File: config.mk
export PLATFORM = sky130hd
export DESIGN_NAME = sram_access_ctrl
export DESIGN_NICKNAME = d
export VERILOG_FILES = /design/src/rtl/sram_access_ctrl.sv
export SDC_FILE = /design/constraint.sdc
export NUM_CORES = 1
export LEC_CHECK = 0
export BUFFER_PORTS_ARGS = -buffer_cell sky130_fd_sc_hd__buf_4
export CAP_MARGIN = 20
export CORE_UTILIZATION = 23
export CTS_BUF_LIST = sky130_fd_sc_hd__clkbuf_2 sky130_fd_sc_hd__clkbuf_4 sky130_fd_sc_hd__clkbuf_8
export DETAILED_ROUTE_END_ITERATION = 16
export SLEW_MARGIN = 20
export SYNTH_ARGS = -nofsm -noshare
export SYNTH_HDL_FRONTEND = slang
export SYNTH_SLANG_ARGS = --single-unit
File: constraint.sdc
create_clock -name clk -period 2.4 [get_ports clk]
set_clock_uncertainty 0.2 [all_clocks]
set_input_delay 0.12 -clock clk [delete_from_list [all_inputs] [get_ports clk]]
set_output_delay 0.12 -clock clk [all_outputs]
set_load 0.02 [all_outputs]
File: src/rtl/sram_access_ctrl.sv
module sram_access_ctrl #(
  parameter int ADDR_W        = 19,
  parameter int DATA_W        = 8,
  parameter int WR_SETUP_CYC  = 1,
  parameter int WE_LOW_CYC    = 5,
  parameter int RD_SAMPLE_CYC = 6,
  parameter int TURN_CYC      = 2
) (
  input  logic              clk,
  input  logic              rst_n,
  input  logic              req_valid,
  input  logic              req_write,
  input  logic [ADDR_W-1:0] req_addr,
  input  logic [DATA_W-1:0] req_wdata,
  output logic              req_ready,
  output logic [DATA_W-1:0] rsp_rdata,
  output logic              rsp_done,
  output logic              mem_ce_n,
  output logic              mem_we_n,
  output logic              mem_oe_n,
  output logic [ADDR_W-1:0] mem_addr,
  output logic [DATA_W-1:0] mem_dq_out,
  input  logic [DATA_W-1:0] mem_dq_in,
  output logic              mem_dq_oe
);

  localparam int MAX_A = (WE_LOW_CYC > RD_SAMPLE_CYC) ? WE_LOW_CYC : RD_SAMPLE_CYC;
  localparam int MAX_B = (WR_SETUP_CYC > TURN_CYC) ? WR_SETUP_CYC : TURN_CYC;
  localparam int MAX_C = (MAX_A > MAX_B) ? MAX_A : MAX_B;
  localparam int CNT_W = $clog2(MAX_C + 1);

  typedef enum logic [2:0] {
    ST_IDLE, ST_RD_WAIT, ST_SAMPLE, ST_WR_SETUP, ST_WR_PULSE, ST_WR_RECOVER, ST_TURN
  } state_t;

  state_t             state;
  logic [CNT_W-1:0]   cnt;
  logic               cnt_zero;

  assign cnt_zero  = (cnt == '0);
  assign req_ready = (state == ST_IDLE);

  always_ff @(posedge clk) begin
    if (!rst_n) begin
      state      <= ST_IDLE;
      cnt        <= '0;
      mem_ce_n   <= 1'b1;
      mem_we_n   <= 1'b1;
      mem_oe_n   <= 1'b1;
      mem_dq_oe  <= 1'b0;
      mem_dq_out <= '0;
      mem_addr   <= '0;
      rsp_rdata  <= '0;
      rsp_done   <= 1'b0;
    end else begin
      rsp_done <= 1'b0;
      case (state)
        ST_IDLE: begin
          if (req_valid) begin
            mem_addr <= req_addr;
            mem_ce_n <= 1'b0;
            if (req_write) begin
              mem_dq_out <= req_wdata;
              mem_dq_oe  <= 1'b1;
              cnt        <= CNT_W'(WR_SETUP_CYC - 1);
              state      <= ST_WR_SETUP;
            end else begin
              mem_oe_n <= 1'b0;
              cnt      <= CNT_W'(RD_SAMPLE_CYC - 2);
              state    <= ST_RD_WAIT;
            end
          end
        end
        ST_RD_WAIT: begin
          if (cnt_zero) state <= ST_SAMPLE;
          else          cnt   <= cnt - CNT_W'(1);
        end
        ST_SAMPLE: begin
          rsp_rdata <= mem_dq_in;
          rsp_done  <= 1'b1;
          mem_ce_n  <= 1'b1;
          mem_oe_n  <= 1'b1;
          cnt       <= CNT_W'(TURN_CYC - 1);
          state     <= ST_TURN;
        end
        ST_WR_SETUP: begin
          if (cnt_zero) begin
            mem_we_n <= 1'b0;
            cnt      <= CNT_W'(WE_LOW_CYC - 1);
            state    <= ST_WR_PULSE;
          end else begin
            cnt <= cnt - CNT_W'(1);
          end
        end
        ST_WR_PULSE: begin
          if (cnt_zero) begin
            mem_we_n <= 1'b1;
            state    <= ST_WR_RECOVER;
          end else begin
            cnt <= cnt - CNT_W'(1);
          end
        end
        ST_WR_RECOVER: begin
          mem_ce_n  <= 1'b1;
          mem_dq_oe <= 1'b0;
          rsp_done  <= 1'b1;
          cnt       <= CNT_W'(TURN_CYC - 1);
          state     <= ST_TURN;
        end
        ST_TURN: begin
          if (cnt_zero) state <= ST_IDLE;
          else          cnt   <= cnt - CNT_W'(1);
        end
        default: state <= ST_IDLE;
      endcase
    end
  end


  wr_keeps_oe_high_chk: assert property (@(posedge clk) disable iff (!rst_n)
    !mem_we_n |-> mem_oe_n);


  no_bus_fight_chk: assert property (@(posedge clk) disable iff (!rst_n)
    mem_dq_oe |-> mem_oe_n);


  idle_deselect_chk: assert property (@(posedge clk) disable iff (!rst_n)
    req_ready |-> (mem_ce_n && !mem_dq_oe));


  addr_hold_chk: assert property (@(posedge clk) disable iff (!rst_n)
    (!mem_ce_n && !$past(mem_ce_n)) |-> $stable(mem_addr));


  we_inside_ce_chk: assert property (@(posedge clk) disable iff (!rst_n)
    $rose(mem_we_n) |-> (!mem_ce_n && mem_dq_oe));


  done_pulse_chk: assert property (@(posedge clk) disable iff (!rst_n)
    rsp_done |=> !rsp_done);

endmodule

==> flow_summary.toml <==
[worst_setup_path]
crit_required_ns = 2.43
path_class = "reg -> reg"
critical_path_arrival_ns = 2.22
slowest_delay_ns = 0.58
end_kind = "register"
slowest_stage = "dlygate4sd3_1"
start_kind = "register"
worstPathCellList = "nor4b_4 -> buf_6 -> nand3_1 -> dlygate4sd3_1 -> a21boi_0"
crit_path_max_fanout = 28

[clock_network]
cts_tree = "done"
path_clk_slew_ns = 0.09
clockBufferDepth = 2
h-tree-depth = 2
root_buffer = "clkbuf_8"
numCtsBuffers = 5
postCtsSetupRepairBufs = 0
clock-sinks = 46
clk_latency_ns = 0.29

[hold_path]
min_path_type = "in -> reg"

[logic_synthesis]
synthArstFlopShare_pct = 0
synth_ff_type = "dfxtp_1"
seq_area_frac_synth_pct = 45.83
yosysWarnings = 0
syn-num-nets = 285
ys_ff_latch = 46
synth_edf_count = 0
synth.distinct_cells = 36
yosysTopAreaCellShare_pct = 45.83
synth_area_leaders = "dfxtp_1 (46%), nand2_1 (14%), a21boi_1 (7.5%)"
synthCells = 244
synthesis.area_um2 = 2009
syn_area_per_cell_um2 = 8.235
synth_largest_area_cell = "dfxtp_1"

[timing]
period_share_pct = 91.58
finalSetupTns_ns = 0
finalSetupViolCount = 0
whs_ns = 0.02249
tightestPinTransition_ns = 0.6033
timing.fmax_mhz = 455.0
rsz0062_at_grt = "no"
max_slew_margin_pct = 59.73
hold_violations = 0
period_needed_ns = 2.198
drv_slew = 0

[cells_and_area]
mostFrequentLayoutCells = "buf_4 (80), nand2_1 (73), dfxtp_1 (44)"
diodes = 0
layout-drive-gt1-share_pct = 26.18
area_delta_synth_final_pct = 59.90
finalNetCount = 399
layout_commonest_cell = "buf_4"
fillCellCount = 881

[pwr]
ir_drop_mv = 0.4502
power_leakage_nw = 1.328
cellPowerDensity_nw_per_um2 = 960.4

[grt]
grt_max_degree = 49
grt_pass1_wl_um = 8887
grt_overflow = 0
antenna_found_initial = 0
grt_pass1_vias = 1908
grt_usage_pct = 12.29

[route]
drt_first_pass_iters = 4
wl_per_cell_um = 12.23
viasPerCell = 4.429
drcViolationCount = 0
ant_nets = 0
drtIter0Drc = 66
routed_wl_um = 5673
via_count = 2055

[die]
die_area_um2 = 9115
io_pins = 80
start_util_pct = 24.09
core_area_um2 = 8341
die_x_um = 95.47
die_h_um = 95.47
rows = 33

[placed_design]
dp_hpwl_um = 3572
gp_congestion = 0.7960
io_buffers = 79

[run]
drv_cap = 0

[status]
outcome = "complete, no violations"
==> worst paths after layout <==
path,start,end,slack [ns],cells past startpoint
max,state[1]$_SDFFE_PN0P_,mem_dq_out[4]$_SDFFE_PN0P_,0.20,5
min,req_write,mem_oe_n$_SDFFE_PN1P_,0.02,3
max reg2reg,state[1]$_SDFFE_PN0P_,mem_dq_out[4]$_SDFFE_PN0P_,0.20,5
min reg2reg,mem_addr[1]$_SDFFE_PN0P_,mem_addr[1]$_SDFFE_PN0P_,0.26,2
==> cells in the mapped netlist (all sizes together), types with 3 or more instances <==
master	n
o21ai	7
a22oi	3
inv	5
buf	6
o22ai	3
nand2	74
nor2	6
clkbuf	11
nand3	10
a21boi	38
a21oi	3
dfxtp	46
nor2b	6
nor3	3
nand2b	4
==> logic make-up after synthesis <==
| kind of cell | share of synthesized area [%] |
|---|---|
| flip-flops | 45.83 |
| AND/OR/NAND/NOR | 24.66 |
| buffers and inverters | 5.230 |
| adder cells (fa/ha/maj) | 1.245 |
| XOR/XNOR | 0.4359 |
| AO/OA/AOI/OAI | 22.60 |
==> final cells by class <==
type                       count  area (um2)  share of cell area, %
tap                          105       131.4                  4.089
timing repair buffer         124        1042                  32.44
multi-input combinational    176       983.4                  30.61
clock inverter                 2       37.54                  1.168
inverter                       5       18.77                 0.5841
sequential                    46       923.4                  28.74
clock buffer                   6       76.32                  2.375
==> stage by stage <==
stage               util [%]  total power [W]  area [um2]  setup WS [ns]  instances
floorplan                  -         0.001997        2009         0.4842        244
global placement       31.92         0.002422        2663         0.4245        413
detailed placement     31.92         0.002440        2663         0.3518        413
CTS                    38.45         0.003114        3207        0.06853        464
global route           38.52         0.003325        3213        0.02063        464
finish                 38.52         0.003086        3213         0.2020        464
==> what timing repair did <==
item | in CTS | in global routing
setup endpoints to repair | 0 | 8
endpoints found under the hold margin | 35 | 0
gates resized for setup | 0 | 3
hold buffers | 43 | 0
==> flip-flops by register name, indices dropped and copies added (netlist names) <==
signal and cells:
mem_we_n 1, mem_dq_out 8, rsp_rdata 8, mem_dq_oe 1, state 3, mem_ce_n 1, cnt 3, mem_addr 19
rsp_done 1, mem_oe_n 1
==> metal layers <==
layer	GRT usage [%]	share of wire [%]
met1	15.19	47
met2	21.37	47
met3	3.668	6.1
met4	1.866	0
met5	0	0
==> power by group <==
group	switching (W)	internal [W]	total [W]	leakage, nW
sequential	0.000197	0.000945	0.00114	0.377
combinational	0.000756	0.000600	0.00136	0.896
clock	0.000266	0.000322	0.000588	0.0548
total	0.00122	0.00187	0.00309	1.33
==> worst max-delay path: cells and delay by family, from the launching register on <==
family	cells	cell delay, ns
compound gates	1	0.14
buf+inv	2	0.85
flops	1	0.51
simple gates	2	0.43
(Power assumes the default switching activity.)
